**src/rtl/pllreg_pkg.sv**
```systemverilog
package pllreg_pkg;
  localparam int BUS_W = 32;
  localparam int MUL_W = 5;
  localparam int DIV_W = 2;
  localparam int KEY_W = 8;

  localparam int REG_CTRL = 0;
  localparam int REG_CFG  = 1;
  localparam int REG_STAT = 2;
  localparam int REG_FEED = 3;

  localparam logic [KEY_W-1:0] FEED_KEY_A = 8'hAA;
  localparam logic [KEY_W-1:0] FEED_KEY_B = 8'h55;

  localparam int STAT_DIV_LSB = MUL_W;
  localparam int STAT_EN_BIT  = 8;
  localparam int STAT_CON_BIT = 9;
  localparam int STAT_LCK_BIT = 10;

  typedef struct packed {
    logic [DIV_W-1:0] div;
    logic [MUL_W-1:0] mul;
    logic             conn;
    logic             en;
  } pll_set_t;

  localparam pll_set_t PLL_SET_RST = '0;

  function automatic logic [BUS_W-1:0] ctrl_word(input pll_set_t s);
    logic [BUS_W-1:0] w;
    w    = '0;
    w[0] = s.en;
    w[1] = s.conn;
    return w;
  endfunction

  function automatic logic [BUS_W-1:0] cfg_word(input pll_set_t s);
    logic [BUS_W-1:0] w;
    w = '0;
    w[MUL_W-1:0] = s.mul;
    w[STAT_DIV_LSB +: DIV_W] = s.div;
    return w;
  endfunction

  function automatic logic [BUS_W-1:0] stat_word(input pll_set_t s, input logic lk);
    logic [BUS_W-1:0] w;
    w = cfg_word(s);
    w[STAT_EN_BIT]  = s.en;
    w[STAT_CON_BIT] = s.conn;
    w[STAT_LCK_BIT] = lk;
    return w;
  endfunction

  function automatic logic [BUS_W-1:0] stat_mask();
    logic [BUS_W-1:0] w;
    w = '0;
    w[MUL_W+DIV_W-1:0] = '1;
    w[STAT_EN_BIT]  = 1'b1;
    w[STAT_CON_BIT] = 1'b1;
    w[STAT_LCK_BIT] = 1'b1;
    return w;
  endfunction

  function automatic pll_set_t take_ctrl(input pll_set_t s, input logic [BUS_W-1:0] d);
    pll_set_t r;
    r      = s;
    r.en   = d[0];
    r.conn = d[1];
    return r;
  endfunction

  function automatic pll_set_t take_cfg(input pll_set_t s, input logic [BUS_W-1:0] d);
    pll_set_t r;
    r     = s;
    r.mul = d[MUL_W-1:0];
    r.div = d[STAT_DIV_LSB +: DIV_W];
    return r;
  endfunction
endpackage

```
**src/rtl/pllreg_feed_seq.sv**
```systemverilog
module pllreg_feed_seq
  import pllreg_pkg::*;
(
  input  logic             clk,
  input  logic             rst_n,
  input  logic             wr_any,
  input  logic             wr_feed,
  input  logic [KEY_W-1:0] key,
  output logic             commit
);
  typedef enum logic {FS_IDLE, FS_ARMED} fs_t;
  fs_t st, st_nx;
  logic hit_a, hit_b;

  always_comb begin
    hit_a  = wr_feed && (key == FEED_KEY_A);
    hit_b  = wr_feed && (key == FEED_KEY_B);
    commit = (st == FS_ARMED) && hit_b;
    st_nx  = st;
    if (wr_any) st_nx = hit_a ? FS_ARMED : FS_IDLE;
  end

  always_ff @(posedge clk) begin
    if (!rst_n) st <= FS_IDLE;
    else        st <= st_nx;
  end

  AST_ARM_ONLY_BY_KEY_A: assert property (@(posedge clk) disable iff (!rst_n)
    (st == FS_ARMED) |-> ($past(hit_a) || $past(st == FS_ARMED)));
  AST_FOREIGN_WRITE_CANCELS: assert property (@(posedge clk) disable iff (!rst_n)
    (st == FS_ARMED && wr_any && !hit_a) |=> (st == FS_IDLE));
endmodule

```
**src/rtl/pllreg_shadow.sv**
```systemverilog
module pllreg_shadow
  import pllreg_pkg::*;
(
  input  logic             clk,
  input  logic             rst_n,
  input  logic             wr_ctrl,
  input  logic             wr_cfg,
  input  logic [BUS_W-1:0] wdata,
  input  logic             commit,
  output pll_set_t         pend,
  output pll_set_t         act
);
  always_ff @(posedge clk) begin
    if (!rst_n) begin
      pend <= PLL_SET_RST;
    end else if (wr_ctrl) begin
      pend <= take_ctrl(pend, wdata);
    end else if (wr_cfg) begin
      pend <= take_cfg(pend, wdata);
    end
  end

  always_ff @(posedge clk) begin
    if (!rst_n)      act <= PLL_SET_RST;
    else if (commit) act <= pend;
  end

  AST_ACTIVE_HOLDS: assert property (@(posedge clk) disable iff (!rst_n)
    !$past(commit) |-> $stable(act));
  AST_ACTIVE_LOADS: assert property (@(posedge clk) disable iff (!rst_n)
    commit |=> (act == $past(pend)));
endmodule

```
**src/rtl/pllreg_lock_sync.sv**
```systemverilog
module pllreg_lock_sync #(
  parameter int STAGES = 2
) (
  input  logic clk,
  input  logic rst_n,
  input  logic d_i,
  output logic q_o
);
  logic [STAGES-1:0] chain;

  generate
    for (genvar i = 0; i < STAGES; i++) begin : g_stage
      if (i == 0) begin : g_first
        always_ff @(posedge clk) begin
          if (!rst_n) chain[0] <= 1'b0;
          else        chain[0] <= d_i;
        end
      end else begin : g_next
        always_ff @(posedge clk) begin
          if (!rst_n) chain[i] <= 1'b0;
          else        chain[i] <= chain[i-1];
        end
      end
    end
  endgenerate

  assign q_o = chain[STAGES-1];

  AST_SYNC_LAST_STAGE: assert property (@(posedge clk) disable iff (!rst_n)
    q_o == $past(chain[STAGES-2]));
endmodule

```
**src/rtl/pll_feed_regs.sv**
```systemverilog
module pll_feed_regs
  import pllreg_pkg::*;
#(
  parameter int ADDR_W  = 2,
  parameter int SYNC_FF = 2
) (
  input  logic              clk,
  input  logic              rst_n,
  input  logic [ADDR_W-1:0] bus_addr,
  input  logic [BUS_W-1:0]  bus_wdata,
  input  logic              bus_we,
  output logic [BUS_W-1:0]  bus_rdata,
  input  logic              pll_lock_i,
  output logic              pll_en_o,
  output logic              pll_clk_sel_o,
  output logic [MUL_W-1:0]  pll_mul_o,
  output logic [DIV_W-1:0]  pll_div_o
);
  localparam logic [ADDR_W-1:0] A_CTRL = ADDR_W'(REG_CTRL);
  localparam logic [ADDR_W-1:0] A_CFG  = ADDR_W'(REG_CFG);
  localparam logic [ADDR_W-1:0] A_STAT = ADDR_W'(REG_STAT);
  localparam logic [ADDR_W-1:0] A_FEED = ADDR_W'(REG_FEED);

  logic     wr_ctrl, wr_cfg, wr_feed, commit, lock_sync;
  pll_set_t pend, act;

  assign wr_ctrl = bus_we && (bus_addr == A_CTRL);
  assign wr_cfg  = bus_we && (bus_addr == A_CFG);
  assign wr_feed = bus_we && (bus_addr == A_FEED);

  pllreg_feed_seq u_feed (
    .clk     (clk),
    .rst_n   (rst_n),
    .wr_any  (bus_we),
    .wr_feed (wr_feed),
    .key     (bus_wdata[KEY_W-1:0]),
    .commit  (commit)
  );

  pllreg_shadow u_shadow (
    .clk     (clk),
    .rst_n   (rst_n),
    .wr_ctrl (wr_ctrl),
    .wr_cfg  (wr_cfg),
    .wdata   (bus_wdata),
    .commit  (commit),
    .pend    (pend),
    .act     (act)
  );

  pllreg_lock_sync #(.STAGES(SYNC_FF)) u_lock (
    .clk   (clk),
    .rst_n (rst_n),
    .d_i   (pll_lock_i),
    .q_o   (lock_sync)
  );

  always_comb begin
    bus_rdata = '0;
    case (bus_addr)
      A_CTRL:  bus_rdata = ctrl_word(pend);
      A_CFG:   bus_rdata = cfg_word(pend);
      A_STAT:  bus_rdata = stat_word(act, lock_sync);
      default: bus_rdata = '0;
    endcase
  end

  assign pll_en_o      = act.en;
  assign pll_clk_sel_o = act.en & act.conn;
  assign pll_mul_o     = act.mul;
  assign pll_div_o     = act.div;

  AST_STATUS_RSVD_ZERO: assert property (@(posedge clk) disable iff (!rst_n)
    (bus_addr == A_STAT) |-> ((bus_rdata & ~stat_mask()) == '0));
  AST_SEL_RISES_ON_FEED: assert property (@(posedge clk) disable iff (!rst_n)
    $rose(pll_clk_sel_o) |-> $past(commit));
  AST_SEL_IGNORES_LOCK: assert property (@(posedge clk) disable iff (!rst_n)
    ($past(pll_clk_sel_o) && !$past(commit)) |-> pll_clk_sel_o);
endmodule

```
**config.mk**
```make
export PLATFORM = sky130hd
export DESIGN_NAME = pll_feed_regs
export DESIGN_NICKNAME = d
export VERILOG_FILES = /design/src/rtl/pllreg_pkg.sv /design/src/rtl/pllreg_feed_seq.sv /design/src/rtl/pllreg_shadow.sv /design/src/rtl/pllreg_lock_sync.sv /design/src/rtl/pll_feed_regs.sv
export SDC_FILE = /design/constraint.sdc
export NUM_CORES = 1
export LEC_CHECK = 0
export ABC_AREA = 1
export CAP_MARGIN = 0
export CORE_MARGIN = 2
export CORE_UTILIZATION = 40
export CTS_BUF_LIST = sky130_fd_sc_hd__clkbuf_8
export DETAILED_ROUTE_END_ITERATION = 8
export DONT_BUFFER_PORTS = 1
export HOLD_SLACK_MARGIN = 0.06
export SETUP_SLACK_MARGIN = 0.02
export SYNTH_ARGS = -nofsm -noshare
export SYNTH_HDL_FRONTEND = slang
export SYNTH_SLANG_ARGS = --single-unit
```
**constraint.sdc**
```tcl
create_clock -name clk -period 1 [get_ports clk]
set_input_delay 0.2 -clock clk [delete_from_list [all_inputs] [get_ports clk]]
set_output_delay 0.2 -clock clk [all_outputs]
set_load 0.03 [all_outputs]
```
==> results of run 1 <==
## cells by family (layout without fill, tap and decap cells)
family / count (synthesis) / count (layout)
AOI/OAI and AO/OA: 26 / 26
buffers and inverters: 59 / 63
DFF: 21 / 21
other: 1 / 22
and+or+nand+nor: 76 / 77
## through the flow
step                      total power [mW]  utilization [%]  hold WS (ps)  setup TNS [ps]
after floorplan                       1.17                -           298            -637
after global placement                1.14             44.0           297            -347
after detailed placement              1.14             44.0           301            -635
after CTS                             1.73             50.2          64.2           -1070
after global routing                  1.79             52.8          73.7           -2000
final                                 1.73             52.8          60.2           -1150
## cell usage in the layout, fill, tap and decap left out, types with 6 or more instances in the layout
cell and instances:
sky130_fd_sc_hd__inv_1 10, sky130_fd_sc_hd__nor2_1 21, sky130_fd_sc_hd__nor2_4 7, sky130_fd_sc_hd__buf_4 22
sky130_fd_sc_hd__dfxtp_2 16, sky130_fd_sc_hd__conb_1 22, sky130_fd_sc_hd__inv_2 15, sky130_fd_sc_hd__nand3_1 6
sky130_fd_sc_hd__a21oi_1 9, sky130_fd_sc_hd__nand3_2 6, sky130_fd_sc_hd__nand2_1 27, sky130_fd_sc_hd__buf_6 7
sky130_fd_sc_hd__o21ai_0 9
## area by class of cell
class	count	area, um^2	area share (%)
clock buffers	3	41.3	2.63
repair buffers	32	274	17.4
well taps	33	41.3	2.63
clock inverters	1	5.00	0.318
flip-flops and latches	21	448	28.5
inverters	27	109	6.92
multi-input cells	125	654	41.6
## what timing repair did
action | 4_1_cts | 5_1_grt
cloned | 1 | 1
pin swaps | 22 | 6
setup buffers | 5 | 0
endpoints found under the setup margin | 21 | 24
resized for setup | 43 | 20
hold buffers | 2 | 1
hold endpoints to repair | 8 | 2
## layer usage
| metal | wire length, um | part of all wire (%) | global-route usage [%] | vias up |
|---|---|---|---|---|
| met5 | 0 | 0 | 0 | - |
| met4 | 51 | 1.7 | 8.12 | 0 |
| met3 | 207 | 6.9 | 4.37 | 7 |
| met2 | 1570 | 53 | 28.3 | 44 |
| met1 | 1150 | 39 | 20.4 | 523 |
| li1 | - | - | - | 568 |
## flip-flops by register name, indices dropped and copies added (netlist names)
signal / cells
u_lock.chain: 1
u_shadow.pend: 9
u_feed.st: 1
u_lock.q_o: 1
u_shadow.act: 9
## critical path, cell delays in order, from the launching register on
cell and delay, ps:
sky130_fd_sc_hd__dfxtp_2 330, sky130_fd_sc_hd__inv_2 40, sky130_fd_sc_hd__o221ai_2 180, sky130_fd_sc_hd__buf_6 160
## worst paths after layout
kind,from,endpoint,cells after the start
max reg2reg,u_feed.st,u_shadow.act[3],8
min reg2reg,u_lock.chain[0],u_lock.q_o,2
min,rst_n,u_shadow.pend[2],2
max,u_shadow.pend[0],bus_rdata[0],3
## power breakdown
group	switching (mW)	internal, mW
Sequential	0.00904	0.856
Clock	0.273	0.278
Combinational	0.228	0.0815
Total	0.510	1.22
==> results.md, run 1 <==
Clocking:
- The root cell of the clock tree is sky130_fd_sc_hd__clkbuf_8.
- The clock net in this run drives a total of 21 sinks.
- The TritonCTS clock tree is yes.
- The clock slew at the register clock pins of the worst setup and hold paths is about 80 ps.
- The clock tree buffer depth is 2.
- In this run the number of H-tree levels came out at 1.
- The TritonCTS buffer count is 3.
- The clock latency on the worst-skew pair is about 260 ps.

Final layout:
- The fraction of layout cells with a size suffix above 1 is between 40% and 50%.
- Excluding fillers, the count of instances in the completed layout stands at around 240.
- The final layout contains 248 nets.
- The repair_antennas step left the layout with diodes totalling 0.
- After filler insertion, the fill cell instance count of the layout stands at 289.
- The final instance area is between 1500 and 2000 um^2.
- From synthesis to final layout, the design area changed by 28.5%.

Routing:
- The total iterations of the first detailed-routing run is 4.
- Dividing the detail-routed wire length by the instance count gives between 10 and 15 um.
- The total routed wirelength is 2.98 mm.
- After the first detailed-routing iteration, the DRC count stood at 33.
- After detailed routing, the number of vias per cell comes to between 4 and 5.
- In this run the remaining antenna-violating nets after routing total 0.
- The final route contains approximately 1100 vias.
- The count of unresolved DRC violations after routing is 0.

STA:
- The highest achievable clock rate is about 850 MHz.
- Setup repair after global routing could not meet its margin everywhere.
- The final number of max-transition violations is 0.
- The portion of the clock cycle consumed by the worst path in the final layout is 117%.
- The final critical-path setup slack is -173 ps.
- Clock skew on the completed layout was measured at approximately 4.6 ps.
- The count of endpoints failing hold in the final timing report was 0.
- The number of setup violations in the final report is 19.
- The time the final worst path needs with I/O delays and setup is about 1200 ps.

Placed design:
- Detailed placement finished with a half-perimeter wire length of between 1.5 and 2 mm.
- The routability congestion estimate is around 0.76.
- Buffers placed on the I/O ports in this run total 0.
- The instance area after placement is 1310 um^2.
- The count of placed standard cells including taps is between 200 and 250.
- Prior to clock tree synthesis, the placed netlist has a worst setup slack of -62.4 ps.

Hold path:
- The tightest min-delay check is of the input port to flip-flop type.

Status:
- The run finished, with violations left.
- The final reports fail on setup timing.

Floorplanning:
- The initial utilization of the core area, before any placement, comes to between 40% and 50%.
- Row generation in the floorplan step produced 20 rows.
- Pin placement for this block handled 79 I/O pins.
- The die covers roughly 3500 um^2.
- The floorplan die height is approximately 59 um.
- The horizontal die dimension is 59.3 um.
- The core region is approximately 3000 um^2.

Worst setup path:
- The critical path start-end classification is flip-flop to primary output.
- The arrival time at the worst endpoint is around 970 ps.
- The launching element type of the critical path is a flip-flop.
- Data on the critical path is required at its endpoint by ~800 ps.
- Along the worst path, the maximum fanout reaches 2.
- The critical path endpoint category is a primary output.
- The worst-case register-to-register setup slack is -50 ps.

Synthesis:
- In the synthesized netlist the dominant register cell turns out to be sky130_fd_sc_hd__dfxtp_1.
- The complex-gate fraction of the synthesized area is a little under an eighth.
- Summing the areas of all and, or, nand and nor instances in the mapped netlist gives a little over a quarter of the synthesized area.
- The netlist uses 19 different library cells.
- The xor-xnor portion of the synthesized cell area is 0%.
- The main combinational cell family by area after synthesis is buffers and inverters.
- The most frequent cell after synthesis is sky130_fd_sc_hd__nand2_1.
- In this run, synthesis inferred 0 flip-flops with an integrated enable.
- The biggest area contributor in the post-synthesis netlist is sky130_fd_sc_hd__dfxtp_1.
- Counting flops with an async set or reset pin after synthesis yields a share of 0%.
- By count the netlist is led by 32 x sky130_fd_sc_hd__nand2_1, 29 x sky130_fd_sc_hd__buf_4, 27 x sky130_fd_sc_hd__nor2_1.
- Yosys attributes the largest share of cell area to sky130_fd_sc_hd__dfxtp_1 34%, sky130_fd_sc_hd__buf_4 18%, sky130_fd_sc_hd__nand2_1 9.8%.
- The count of synthesis-stage warnings from yosys is 0.
- The area share of the leading cell type in the synthesized netlist is 34.4%.
- The post-synthesis average cell area is 6.69 um^2.
- The multiplexer area fraction after synthesis is 0%.
- After synthesis the cells add up to 1220 um^2.
- Of the synthesized area, sequential elements account for between 30 and 40%.
- The synthesized instance count is around 180.
- The number of flip-flops and latches in the synthesized netlist is 21.
- The post-synthesis share of cell area spent on full adders, half adders and majority gates is 0%.

Global route:
- The via count of the first global-routing pass is ~1100.
- The global-route total usage across every layer is between 10% and 20%.
- The first-pass GRT wire length is between 4 and 5 mm.
- The initial antenna violation count is 0.
- Entering global routing, the biggest net connects 15 pins.
- The remaining global-route overflow is 0.

Pwr:
- The leakage power summed over all cells is between 0.7 and 0.8 nW.
- The total power divided by cell area is around 1100 nW/um^2.
- The worst IR drop on VDD is ~0.51 mV.

Run:
- The number of max-cap violations is 0.
Note: power is estimated with default switching activity, not from simulation.
==> inputs of run 2 (changes only) <==
- ABC_AREA: 1 -> 0
==> run 2 against run 1 <==
Against the previous run:
- the run still ends with setup timing left
- clock-buffer cell count stayed put
- cell area decreased by 7.5%
- sequential power about the same
- cell count fell by 26%
- setup slack better by 19 ps
- combinational power decreased by 23%
- utilization is 3.9 points lower
- register-to-register slack lost 50 ps
- first-iteration DRC count is 73% lower
- die area rose by 0.29%
- power fell by 5.1%
==> results.md, run 2 <==
Status:
- The flow ran to the end, but the final reports show violations.
- The final reports fail on setup timing.

Clocking:
- TritonCTS created 3 clock buffers.
- The clock latency on the worst-skew pair is between 200 and 300 ps.
- In this run the clock root is driven by a sky130_fd_sc_hd__clkbuf_8.
- Clock-pin slew was measured on the worst setup and hold paths at roughly 80 ps.
- Clock tree synthesis found a total of 21 sinks.
- The clock tree buffer depth is 2.
- In this run the number of H-tree levels came out at 1.
- TritonCTS built the clock tree.

Synthesis:
- Measured against the total synthesized area, the mux share comes to about 16%.
- The count of synthesis-stage warnings from yosys is 0.
- Summing the areas of all compound-gate instances in the mapped netlist gives 4.99% of the synthesized area.
- The most used flip-flop cell after synthesis is sky130_fd_sc_hd__dfxtp_1.
- The sequential area share after synthesis is 34.3%.
- Summed over all instances, the cell type with the most area after synthesis is sky130_fd_sc_hd__dfxtp_1.
- The share of synthesized cell area in and, or, nand and nor gates is a little under a quarter.
- Counting flops and latches in the post-synthesis netlist gives 21.
- The cell area that synthesis handed to floorplanning was 1230 um^2.
- Sorting the synthesized cells by area gives the leading types as sky130_fd_sc_hd__dfxtp_1 34%, sky130_fd_sc_hd__buf_4 18%, sky130_fd_sc_hd__mux2i_1 16%.
- The area share of the leading cell type in the synthesized netlist is 34.3%.
- By count the netlist is led by 30 x sky130_fd_sc_hd__buf_4, 21 x sky130_fd_sc_hd__dfxtp_1, 20 x sky130_fd_sc_hd__mux2i_1, 20 x sky130_fd_sc_hd__nand2_1, 11 x sky130_fd_sc_hd__nor2b_1.
- Summing the areas of all fa, ha and maj instances in the mapped netlist gives 0% of the synthesized area.
- The netlist uses 21 different library cells.
- The post-synthesis average cell area is 9.16 um^2.
- The most frequent cell after synthesis is sky130_fd_sc_hd__buf_4.
- Of all flip-flops after synthesis, the portion carrying an async set or reset was 0%.
- By area, the combinational part of the netlist is dominated by simple AND/OR/NAND/NOR gates.
- The cell count after synthesis came out at 134.
- After Yosys synthesis, XOR and XNOR cells account for 0% of the synthesized area.
- The number of enable-type register cells in the synthesized netlist is 0.

Floorplanning:
- The horizontal die dimension is between 50 and 60 um.
- The initial utilization of the core area, before any placement, comes to between 40% and 50%.
- The die covers approximately 3500 um^2.
- In this run the core area contains 20 standard-cell rows.
- The region available for standard cell placement spans between 2000 and 3000 um^2.
- The number of top-level pins is between 70 and 80.
- The die is 59.4 um tall.

Final layout:
- The area taken by flip-flops and latches is around 440 um^2.
- The largest registers in the layout are u_shadow.act (9), u_shadow.pend (9).
- The non-filler instance count after layout is roughly 180.
- The final cell utilization of the core is 48.9%.
- The diode insertion count for antenna repair is 0.
- The number of filler cells placed in the layout is 283.
- The most common cell after layout, fill and taps aside is sky130_fd_sc_hd__conb_1.
- The fraction of layout cells with a size suffix above 1 is around 37%.
- Leaving out fill and tap cells, the most frequent cells in the layout are 22 x sky130_fd_sc_hd__conb_1, 20 x sky130_fd_sc_hd__nand2_1, 19 x sky130_fd_sc_hd__mux2i_1.
- After the last flow step, the layout net total stands at between 150 and 200.
- Summing all multi-input logic gate instances after layout gives roughly 710 um^2.
- The area added between synthesis and finish is 18.6%.

Global route:
- The via count of the first global-routing pass is roughly 700.
- The initial antenna violation count is 0.
- met2 is the most crowded layer.
- Global routing used about a fifth of the available met2 tracks.
- Across every metal layer, demand over resource in global routing totals 12.9%.
- The met3 routing resource usage after global routing is between 4 and 5%.
- In the global route stage, met1 resource usage came out at ~16%.
- The total overflow left after global routing is 0.
- The first global-routing pass estimated 3.37 mm of wire.
- Entering global routing, the biggest net connects 31 pins.

Placed design:
- Buffers placed on the I/O ports in this run total 0.
- The count of placed standard cells including taps is between 150 and 200.
- The routability congestion estimate is roughly 0.74.
- The detailed-placement wirelength estimate is 1.69 mm.

STA:
- Setup repair after global routing could not meet its margin everywhere.
- The count of endpoints failing hold in the final timing report is 0.
- The number of setup violations in the final report is 18.
- For this run, the top clock speed supported by timing is roughly 870 MHz.
- The final number of max-transition violations is 0.
- The smallest clock period supported by the final layout is computed as 1150 ps.
- The final hold slack is between 70 and 80 ps.
- The final critical-path setup slack is -154 ps.
- The final critical path takes up 115% of the cycle.
- The worst-case clock skew is roughly 3.5 ps.

Routing:
- Before antenna repair, the detailed router went through 3 iterations.
- After detailed routing, the average wire length per cell comes to around 13 um.
- The average vias per placed instance is roughly 4.8.
- The initial detailed-routing violation count is 9.
- The count of unresolved DRC violations after routing is 0.
- The count of nets left with antenna violations after detail routing is 0.
- The number of vias after detailed routing is ~860.
- The total routed wirelength is 2.40 mm.

Pwr:
- The leakage power summed over all cells is approximately 0.64 nW.
- The total power divided by cell area is 1130 nW/um^2.
- The worst IR drop on VDD is a little over 0.5 mV.

Hold path:
- The worst hold path belongs to the class input port to flip-flop.

Run:
- Max-cap violations in this run came to 0.

Worst setup path:
- The arrival time at the worst endpoint is between 900 and 1000 ps.
- The worst-path cell with the longest stage delay is sky130_fd_sc_hd__dfxtp_2.
- Along the worst path, the maximum fanout reaches 2.
- The required time of the worst setup path is approximately 800 ps.
- STA classifies the critical path startpoint as a flip-flop.
- On the worst path, the slowest cell contributes a delay of between 300 and 400 ps.
- The critical path start-end classification is flip-flop to primary output.
- STA classifies the critical path endpoint as a primary output.
- Walking the worst path, the cells encountered are mux2i_1 > o21ai_2 > buf_6.
-- run 2: cell count changes in the layout (fill, tap and decap cells not counted), sizes merged, moves of 3 or more --
cell	delta
o21ai	-12
and2	+6
nor2b	+11
nand3	-11
nand4bb	+3
nor2	-32
a22o	+5
a21oi	-9
mux2i	+20
buf	-9
inv	-26
nand2	-12
-- run 2: report_power, final --
part           switching [mW]  leakage (nW)  total (mW)  internal [mW]
logic                   0.164         0.432       0.237         0.0722
registers              0.0115         0.178       0.864          0.853
clock network           0.264        0.0269       0.537          0.273
total                   0.439         0.636        1.64           1.20
-- run 2: metrics by stage --
step	worst slack, ps	power (mW)	area (um^2)	TNS [ps]
3_5_place_dp	-177	1.09	1260	-1430
4_1_cts	-190	1.64	1380	-2400
3_3_place_gp	-136	1.09	1260	-1200
5_1_grt	-183	1.71	1460	-2340
2_1_floorplan	-65.5	1.16	1380	-609
6_report	-154	1.64	1460	-1300
-- run 2: worst max-delay path: cells and delay by family (launching register included) --
kind | cells | cell delay, ps
flip-flops | 1 | 330
multiplexers | 1 | 160
AO/OA/AOI/OAI | 1 | 70
buffers and inverters | 1 | 130
-- run 2: cells by family after synthesis --
| family | Yosys count |
|---|---|
| AND/OR/NAND/NOR | 48 |
| buffers and inverters | 36 |
| flip-flops | 21 |
| multiplexers | 20 |
| AO/OA/AOI/OAI | 8 |
| other | 1 |
-- run 2: final timing paths --
path / from / end / slack (ps) / depth (start not counted)
max reg2reg: u_feed.st / u_shadow.act[3] / -100 / 4
min: rst_n / u_shadow.pend[7] / 70 / 1
min reg2reg: u_lock.chain[0] / u_lock.q_o / 430 / 1
max: u_shadow.pend[2] / bus_rdata[0] / -150 / 3
-- run 2: final cells by class --
class	instances	share of cell area, %
Clock inverter	1	0.258
Clock buffer	3	2.84
Tap cell	33	2.84
Multi-Input combinational cell	98	48.9
Timing Repair Buffer	23	15.0
Sequential cell	21	30.2
-- run 2: metal layers --
| metal | wire length, um | part of all wire (%) |
|---|---|---|
| met1 | 1030 | 43 |
| met2 | 1200 | 50 |
| met3 | 172 | 7.2 |
| met4 | 8 | 0.33 |
| met5 | 0 | 0 |
-- run 2: timing repair --
| action | in CTS | in global routing |
|---|---|---|
| endpoints found under the hold margin | 1 | 1 |
| gates cloned | 1 | 0 |
| setup buffers | 3 | 2 |
| hold buffers | 1 | 2 |
| endpoints found under the setup margin | 26 | 27 |
| resized for setup | 17 | 14 |
| pin swaps | 8 | 3 |
